### config.mk
export PLATFORM = sky130hd
export DESIGN_NAME = hpa_prefix_adder
export DESIGN_NICKNAME = d
export VERILOG_FILES = /design/src/rtl/hpa_pkg.sv /design/src/rtl/hpa_bit_pg.sv /design/src/rtl/hpa_gp_cell.sv /design/src/rtl/hpa_prefix_net.sv /design/src/rtl/hpa_prefix_adder.sv
export SDC_FILE = /design/constraint.sdc
export NUM_CORES = 1
export LEC_CHECK = 0
export ABC_AREA = 1
export BUFFER_PORTS_ARGS = -buffer_cell sky130_fd_sc_hd__buf_2
export CORE_MARGIN = 2
export CORE_UTILIZATION = 46
export DETAILED_ROUTE_END_ITERATION = 10
export PLACE_DENSITY = 0.82
export SETUP_SLACK_MARGIN = 0.3
export SLEW_MARGIN = 15
export SYNTH_ARGS = -nofsm -noshare
export SYNTH_HDL_FRONTEND = slang
export SYNTH_SLANG_ARGS = --single-unit
### constraint.sdc
create_clock -name vclk -period 2.5
set_input_delay 0.25 -clock vclk [all_inputs]
set_output_delay 0.25 -clock vclk [all_outputs]
set_load 0.02 [all_outputs]
### src/rtl/hpa_pkg.sv
package hpa_pkg;

    typedef enum logic [1:0] {
        TOPO_BK = 2'd0,
        TOPO_KS = 2'd1,
        TOPO_HY = 2'd2
    } topo_e;

    // Number of cell rows needed by each topology for 2**lg inputs.
    function automatic int stage_count(topo_e t, int lg);
        int n;
        unique case (t)
            TOPO_BK: n = 2 * lg - 1;
            TOPO_KS: n = lg;
            default: n = lg + 1;
        endcase
        return n;
    endfunction

    // Distance back to the lower operand of the cell at (row s, bit i);
    // zero means the position is passed through unchanged on that row.
    function automatic int cell_span(topo_e t, int s, int i, int lg);
        int d;
        int lv;
        d = 0;
        unique case (t)
            TOPO_KS: begin
                if (i >= (1 << s)) d = 1 << s;
            end
            TOPO_BK: begin
                if (s < lg) begin
                    if (((i + 1) % (2 << s)) == 0) d = 1 << s;
                end else begin
                    lv = 2 * lg - 2 - s;
                    if ((((i + 1) % (2 << lv)) == (1 << lv)) && (i >= (2 << lv)))
                        d = 1 << lv;
                end
            end
            default: begin
                if (s == 0) begin
                    if ((i % 2) == 1) d = 1;
                end else if (s < lg) begin
                    if (((i % 2) == 1) && (i >= (1 << s) + 1)) d = 1 << s;
                end else begin
                    if (((i % 2) == 0) && (i >= 2)) d = 1;
                end
            end
        endcase
        return d;
    endfunction

    // Total number of prefix cells a topology instantiates.
    function automatic int cell_total(topo_e t, int w, int lg);
        int n;
        n = 0;
        for (int s = 0; s < stage_count(t, lg); s++)
            for (int i = 0; i < w; i++)
                if (cell_span(t, s, i, lg) != 0) n++;
        return n;
    endfunction

endpackage

### src/rtl/hpa_bit_pg.sv
module hpa_bit_pg #(
    parameter int WIDTH = 16
) (
    input  logic [WIDTH-1:0] op_a,
    input  logic [WIDTH-1:0] op_b,
    input  logic             carry_in,
    output logic [WIDTH-1:0] gen_bit,
    output logic [WIDTH-1:0] prop_bit
);
    logic [WIDTH-1:0] raw_gen;

    assign raw_gen  = op_a & op_b;
    assign prop_bit = op_a ^ op_b;

    // Carry-in enters as extra generate at the lowest position.
    generate
        for (genvar i = 0; i < WIDTH; i++) begin : g_bit
            if (i == 0) begin : g_low
                assign gen_bit[i] = raw_gen[i] | (prop_bit[i] & carry_in);
            end else begin : g_rest
                assign gen_bit[i] = raw_gen[i];
            end
        end
    endgenerate
endmodule

### src/rtl/hpa_gp_cell.sv
module hpa_gp_cell (
    input  logic g_lo,
    input  logic p_lo,
    input  logic g_hi,
    input  logic p_hi,
    output logic g_out,
    output logic p_out
);
    // Upper operand dominates; order of operands must not be swapped.
    assign g_out = g_hi | (p_hi & g_lo);
    assign p_out = p_hi & p_lo;
endmodule

### src/rtl/hpa_prefix_net.sv
module hpa_prefix_net
    import hpa_pkg::*;
#(
    parameter int    WIDTH = 16,
    parameter topo_e TOPO  = TOPO_HY
) (
    input  logic [WIDTH-1:0] g_in,
    input  logic [WIDTH-1:0] p_in,
    output logic [WIDTH-1:0] g_pre,
    output logic [WIDTH-1:0] p_pre
);
    localparam int LG     = $clog2(WIDTH);
    localparam int NSTAGE = stage_count(TOPO, LG);
    localparam int NCELL  = cell_total(TOPO, WIDTH, LG);

    logic [WIDTH-1:0] g_row [0:NSTAGE];
    logic [WIDTH-1:0] p_row [0:NSTAGE];

    assign g_row[0] = g_in;
    assign p_row[0] = p_in;

    generate
        for (genvar s = 0; s < NSTAGE; s++) begin : g_stage
            for (genvar i = 0; i < WIDTH; i++) begin : g_pos
                localparam int SPAN = cell_span(TOPO, s, i, LG);
                if (SPAN != 0) begin : g_cell
                    hpa_gp_cell u_cell (
                        .g_lo  (g_row[s][i-SPAN]),
                        .p_lo  (p_row[s][i-SPAN]),
                        .g_hi  (g_row[s][i]),
                        .p_hi  (p_row[s][i]),
                        .g_out (g_row[s+1][i]),
                        .p_out (p_row[s+1][i])
                    );
                end else begin : g_pass
                    assign g_row[s+1][i] = g_row[s][i];
                    assign p_row[s+1][i] = p_row[s][i];
                end
            end
        end
    endgenerate

    assign g_pre = g_row[NSTAGE];
    assign p_pre = p_row[NSTAGE];

    // Group propagate from bit 0 must equal the AND of all bit propagates.
    always_comb begin
        logic run_and;
        run_and = 1'b1;
        for (int i = 0; i < WIDTH; i++) begin
            run_and = run_and & p_in[i];
            p_prefix_prop_r1: assert (p_pre[i] == run_and)
                else $error("prefix propagate mismatch at bit %0d", i);
        end
    end
endmodule

### src/rtl/hpa_prefix_adder.sv
module hpa_prefix_adder
    import hpa_pkg::*;
#(
    parameter int    WIDTH = 16,
    parameter topo_e TOPO  = TOPO_HY
) (
    input  logic [WIDTH-1:0] op_a,
    input  logic [WIDTH-1:0] op_b,
    input  logic             carry_in,
    output logic [WIDTH-1:0] sum_out,
    output logic             carry_out
);
    logic [WIDTH-1:0] gen_bit;
    logic [WIDTH-1:0] prop_bit;
    logic [WIDTH-1:0] g_pre;
    logic [WIDTH-1:0] p_pre;
    logic [WIDTH-1:0] carry_vec;

    hpa_bit_pg #(.WIDTH(WIDTH)) u_pg (
        .op_a     (op_a),
        .op_b     (op_b),
        .carry_in (carry_in),
        .gen_bit  (gen_bit),
        .prop_bit (prop_bit)
    );

    hpa_prefix_net #(.WIDTH(WIDTH), .TOPO(TOPO)) u_net (
        .g_in  (gen_bit),
        .p_in  (prop_bit),
        .g_pre (g_pre),
        .p_pre (p_pre)
    );

    // Carry into bit i is the group generate ending at bit i-1.
    assign carry_vec = {g_pre[WIDTH-2:0], carry_in};
    assign sum_out   = prop_bit ^ carry_vec;
    assign carry_out = g_pre[WIDTH-1];

    always_comb begin
        logic [WIDTH:0] total;
        total = {1'b0, op_a} + {1'b0, op_b} + {{WIDTH{1'b0}}, carry_in};
        p_sum_match_r1: assert (sum_out == total[WIDTH-1:0])
            else $error("sum mismatch");
        p_cout_match_r2: assert (carry_out == total[WIDTH])
            else $error("carry-out mismatch");
        if (((op_a ^ op_b) == {WIDTH{1'b1}}) && carry_in) begin
            p_full_carry_r3: assert (carry_out && (sum_out == '0))
                else $error("carry lost across propagate field");
        end
        if (((op_a ^ op_b) == {WIDTH{1'b1}}) && !carry_in) begin
            p_no_carry_r4: assert (!carry_out && (sum_out == {WIDTH{1'b1}}))
                else $error("spurious carry in propagate field");
        end
    end
endmodule

==> results of run 1 <==
==> critical path, cell delays in order <==
cell	delay, ps
buf_6	70
inv_4	30
fa_2	370
inv_2	60
fa_2	230
nand2_2	60
nand2_2	80
nand2_2	80
nor2_2	140
nor2_2	50
fa_2	530
inv_2	40
buf_6	120
==> synth_stat cells <==
cell / n
a21oi_1: 4
and2_1: 2
clkinv_1: 2
fa_1: 9
ha_1: 14
inv_1: 28
inv_2: 3
nand2_1: 38
nand2_2: 6
nand3_2: 1
nand3b_4: 1
nor2_1: 6
nor2_2: 2
nor2_4: 1
or2_1: 1
xnor2_1: 3
xor2_1: 4
==> layer usage <==
metal  vias to the layer above  track usage [%]  share of wire [%]  wire length, um
met5                         -                0                  0                0
met4                         0             1.11                  0                0
met3                         0            0.392                4.0               85
met2                        29             41.9                 60             1290
met1                       438             16.5                 36              759
li1                        473                -                  -                -
==> through the flow <==
| stage | utilization [%] | cell area, um2 | instances | hold WS (ps) |
|---|---|---|---|---|
| finish | 74.1 | 1280 | 204 | 903 |
| global route | 74.1 | 1280 | 204 | 930 |
| CTS | 70.1 | 1210 | 201 | 904 |
| detailed placement | 65.4 | 1130 | 200 | 903 |
| global placement | 65.4 | 1130 | 200 | 900 |
| floorplan | - | 848 | 125 | 747 |
==> power breakdown <==
part	switching (mW)	total, mW	internal (mW)
Combinational	0.227	0.414	0.187
Clock	0	0	0
Sequential	0	0	0
Total	0.227	0.414	0.187
==> cell type report <==
type                            count  area [um2]  share of cell area, %
Multi-Input combinational cell     92         769                   60.2
Timing Repair Buffer               54         349                   27.3
Tap cell                           25        31.3                   2.45
Inverter                           33         129                   10.1
==> placed cells by master, fill, tap and decap left out, types with 7 or more instances in the layout <==
cell	n
buf_2	36
buf_4	9
buf_6	9
inv_2	7
fa_2	8
nand2_1	30
inv_1	22
ha_1	14
nand2_2	13
==> worst max-delay path by stage <==
stage / slack, ps / depth (start not counted) / to
3_3_place_gp: 110 / 13 / sum_out[12]
2_1_floorplan: 310 / 9 / sum_out[5]
4_1_cts: 180 / 13 / sum_out[12]
3_5_place_dp: 60 / 13 / sum_out[12]
5_1_grt: 70 / 13 / sum_out[12]
6_report: 140 / 13 / sum_out[12]
==> kinds of logic after synthesis <==
family                     after synthesis
and+or+nand+nor                         58
buffers and inverters                   33
AOI/OAI and AO/OA                        4
adders and majority gates               23
xor gates and xnor gates                 7
==> timing repair <==
item                                    CTS  global route
buffers inserted                          1             3
gates resized for setup                  29            16
pin swaps                                11            11
cloned                                    0             0
hold buffers                              0             0
endpoints found under the setup margin   12            12
==> run summary, run 1 <==
The critical-path maximum fanout is 3, and the largest net degree at the start of global routing is 5. For the post-synthesis net count, the log shows 181. Synthesis handed over a netlist of 125 instances.

Top achievable clock speed: 423 MHz. Overall power consumption after layout is estimated at 414 uW. The count of filler cells inserted in the layout was 139; the number of optimization iterations in the first detailed-route pass was 4.

For the tightest slew margin relative to the limit, the log shows 88.5%. Using the TritonRoute via totals, the vias-per-cell ratio works out to 4.61. For the count of cell types in the netlist, the log shows 17. 50 I/O pins were placed.

After global routing the overflow that remains totals 0. The startpoint type of the worst setup path was an input pin. The initial antenna violation count was 0. The final-report max-slew violation count was 0; the average size of a mapped cell was 6.69 um2. Along the worst hold path, the cell count comes to 3. The critical path starts at carry_in.

The tools report the source of the worst hold timing path as op_b[2]. In this run the tool buffered the top-level ports with 50 buffer cells. The via count of the first global-routing pass was 877. After layout, the worst setup slack is 137 ps.

The post-synthesis cell area came out at 836 um2. The tools report the synthesis warning total as 0. The proportion of synthesized area in mux cells is 0%, and the number of setup violations in the final report is 0. The initial utilization of the core area, before any placement, comes to 48.4%. The sequential cell count was 0; the DRC violation count after routing was 0. In this run the standard cell core region covers 1730 um2. The area taken by flip-flops and latches was 0 um2; the area share of fa/ha/maj cells after synthesis was 42.5%.

By area, the combinational part of the netlist is dominated by adder cells. Global-route wire length before repair: 2950 um. IR analysis of the VDD net gives a maximum drop of 0.182 mV.

For the worst setup path, the data required time is 2250 ps. The repair_antennas step left the layout with diodes totalling 0. Data on the critical path arrives at its endpoint at 2110 ps. The smallest clock period supported by the final layout is computed as 2360 ps. The worst hold path terminates at sum_out[2].

Timing analysis after detailed placement gives a worst setup slack of 57.8 ps. The share of the synthesized netlist area taken by xor and xnor gates was 7.34%; the number of clock buffers in the layout was 0. The tool flagged a number of max-cap violations equal to 0.

Dividing total power by cell area gives a power density of 324 nW/um2. The total routing usage reported by global routing was 17.8%; the die area was 2170 um2. Wires add up to 2130 um. The detailed router finished its first iteration with 6 violations. The category of the critical setup timing path is in -> out. The post-detailed-route wirelength per cell is 10.5 um, and the post-route clock period utilization is 94.5%. The area share of the largest cell type after synthesis was 21.6%; the total number of vias was 940. Critical path capture point type: an output port.

The run gives 0.742 as the final weighted congestion in routability-driven placement. For the number of rows in the core area, the log shows 15. The overall die width came out at 46.6 um. The slew of the pin with the lowest slew margin is 172 ps, and the sequential share of the synthesized area is 0%.

Setup repair after global routing could not meet its margin everywhere. The tools report the static power due to leakage as 0.762 nW. For the number of endpoints with negative hold slack in the final report, the log shows 0. Measured along the y axis, the die boundary spans 46.6 um.

The run finished with clean final reports. The path category of the worst min-delay check was in -> out. The ratio of cells with drive above 1 in the final layout is 52.0%. The relative area change from synthesis to final layout came out at 53.0%.

Accumulated negative setup slack: 0 ps. The top cell type by total area after synthesis is fa_1. The wire-length estimate of the detail-placed layout is 1730 um.

After synthesis, the cell types taking the most area are fa_1 22%, ha_1 21%, nand2_1 17%. Remaining number of nets flagged by the antenna check after routing: 0. The post-synthesis share of cell area spent on and, or, nand and nor gates is 32.9%. The net count of the finished layout is 237. Summing the areas of all compound-gate instances in the mapped netlist gives 2.40% of the synthesized area.
(Power assumes the default switching activity.)
==> inputs of run 2 (changes only) <==
Settings changed: CORE_UTILIZATION 46 to 42, PLACE_DENSITY 0.82 to 0.79.
Clock period 2.5 ns to 2 ns, I/O delays scaled along.
==> run summary, run 2 (synthesized netlist as in run 1, its figures left out) <==
The run gives 84.5% (was 88.5%) as the tightest slew margin relative to the limit. The static power due to leakage was 0.826 nW (was 0.762 nW); the DRC violation count after routing was 0 (unchanged). The run gives 0 (unchanged) as the remaining number of nets flagged by the antenna check after routing. The tools report the top achievable clock speed as 452 MHz. The flow ran to the end, but the final reports show violations. The worst slack at placement was -289 ps (was 57.8 ps). The endpoint required time on the critical path came out at 1800 ps (was 2250 ps).

The effective utilization at floorplan is 43.5% (was 48.4%). The tools report the power share of the combinational group as 100.0% (about the same). Time the worst path needs with I/O delays and setup: 2210 ps. The worst path buffer plus inverter count was 4 (was 5). The hold buffer count at cts was 0 (unchanged); the initial antenna violation count was 0 (unchanged).

The smallest setup slack after layout was -211 ps (was 137 ps); the switching share of total power was 49.7% (was 54.8%). The peak per-stage delay on the critical path is 400 ps (was 530 ps), and the total routing usage reported by global routing is 18.6% (was 17.8%). The largest net degree at the start of global routing came out at 5 (unchanged). The relative area change from synthesis to final layout is 77.7% (was 53.0%), and the global-route wire length before repair is 3660 um (was 2950 um). The accumulated negative setup slack was -1410 ps (was 0 ps); the via count of the first global-routing pass was 966 (was 877). The run gives 0 um2 (unchanged) as the area taken by flip-flops and latches. The reported net switching power came out at 321 uW (was 227 uW).

The final weighted congestion in routability-driven placement is 0.777 (was 0.742), and the overall die height is 48.6 um (was 46.6 um). The number of clock buffers in the layout is 0 (unchanged). The total number of nets in the final design came out at 244 (was 237). The tools report the initial detailed-routing violation count as 6 (unchanged).

The tools report the global route total overflow as 0 (unchanged). The final reports fail on setup timing. The maximum resistive drop on vdd is 0.306 mV (was 0.182 mV).

The critical path capture point type was an output port (unchanged). The category of the critical setup timing path is in -> out (unchanged). The number of setup violations in the final report is 12 (was 0), and the post-detailed-route wirelength per cell is 9.88 um (was 10.5 um). The slew of the pin with the lowest slew margin was 232 ps (was 172 ps). Leading cell types in the layout, fill and taps excluded: 32 x buf_2, 28 x nand2_1, 20 x inv_1, 19 x buf_6, 16 x nand2_2 (was 36 x buf_2, 30 x nand2_1, 22 x inv_1, 14 x ha_1, 13 x nand2_2).

The die area was 2360 um2 (was 2170 um2). The number of endpoints with negative hold slack in the final report is 0 (unchanged), and the number of rows in the core area is 16 (was 15). The run gives 4 (unchanged) as the number of optimization iterations in the first detailed-route pass.

The relative contribution of sequential cells to total power came out at 0% (about the same). The total half-perimeter wirelength after legalization and detailed placement is 1760 um (was 1730 um). Core footprint: 1920 um2 (was 1730 um2). The total detailed-routing wirelength is 2110 um (was 2130 um), and the sequential cell count is 0 (unchanged). The worst path uses 111% of the clock period. The count of buffers inserted at the top-level ports is 50 (unchanged).

CP cell instances: buf_6 > inv_4 > fa_2 > inv_2 > fa_2 > nand2_2 > nand2_2 > nand2_2 > nor2_2 > nor2_2 > fa_2 > xnor2_4 > buf_6 (was buf_6 > inv_4 > fa_2 > inv_2 > fa_2 > nand2_2 > nand2_2 > nand2_2 > nor2_2 > nor2_2 > fa_2 > inv_2 > buf_6). Overall die width: 48.6 um (was 46.6 um). The ratio of cells with drive above 1 in the final layout is 59.1% (was 52.0%), and the detailed-route vias per instance is 4.45 (was 4.61). Final design utilization: 77.3% (was 74.1%).

For the total number of vias, the log shows 948 (was 940). The tools report the number of violations of the max-capacitance limit as 0 (unchanged). The critical path's slowest cell is fa_2 (unchanged). The family with the most delay on the worst path was adder cells (unchanged).

The tools report the total power after layout as 645 uW (was 414 uW). Setup repair after global routing could not meet its margin everywhere. The critical-path maximum fanout works out to 3 (unchanged). The path category of the worst min-delay check is in -> out (unchanged). For the final antenna diode count, the log shows 0 (unchanged). The startpoint type of the worst setup path is an input pin (unchanged). The internal power summed over all cells is 324 uW (was 187 uW). The commonest non-fill, non-tap cell in the layout was buf_2 (unchanged). The signal arrival time at the worst endpoint is 2010 ps (was 2110 ps), and the final-report max-slew violation count is 0 (unchanged). The run gives 0% (about the same) as the clock network fraction of design power. The total power per unit cell area came out at 434 nW/um2 (was 324 nW/um2).

The tools report the total I/O pin count as 50 (unchanged).
==> run 2: changes by cell type in the layout (fill, tap and decap cells not counted), sizes merged <==
cell  delta
buf      +7
==> run 2: area by class of cell <==
class / count / area (um2)
repair buffers: 61 / 449
fillers: 150 / 437
well taps: 27 / 33.8
multi-input cells: 92 / 866
inverters: 33 / 136
==> run 2: metrics by stage <==
stage / std cells / hold WS [ps] / area, um2
detailed placement: 212 / 801 / 1330
CTS: 213 / 817 / 1450
finish: 213 / 815 / 1490
floorplan: 125 / 646 / 970
global placement: 212 / 801 / 1330
global route: 213 / 827 / 1490
==> run 2: power groups by stage <==
stage          Combinational [mW]  Clock, mW  Sequential (mW)
6_report                    0.645          0                0
2_1_floorplan               0.373          0                0
5_1_grt                     0.694          0                0
3_3_place_gp                0.510          0                0
4_1_cts                     0.628          0                0
3_5_place_dp                0.527          0                0
==> run 2: layer usage <==
| layer | global-route usage [%] | wire, um | vias up |
|---|---|---|---|
| met4 | 1.90 | 22 | 0 |
| met2 | 40.4 | 1240 | 29 |
| met5 | 0 | 0 | - |
| met3 | 2.16 | 101 | 4 |
| li1 | - | - | 484 |
| met1 | 18.7 | 744 | 431 |
==> run 2: repair_timing <==
action / 4_1_cts / 5_1_grt
gates resized for setup: 37 / 12
setup endpoints to repair: 15 / 15
setup buffers: 1 / 0
pin swaps: 16 / 7
==> run 2: worst paths after layout <==
path	from	endpoint	slack [ps]	cells after the start
setup / recovery	op_a[0]	sum_out[13]	-210	13
hold / removal	op_b[14]	sum_out[14]	810	3
==> run 2: tightest hold or removal path, stage by stage <==
cell and delay, ps:
buf_2 100, fa_2 200, buf_6 110
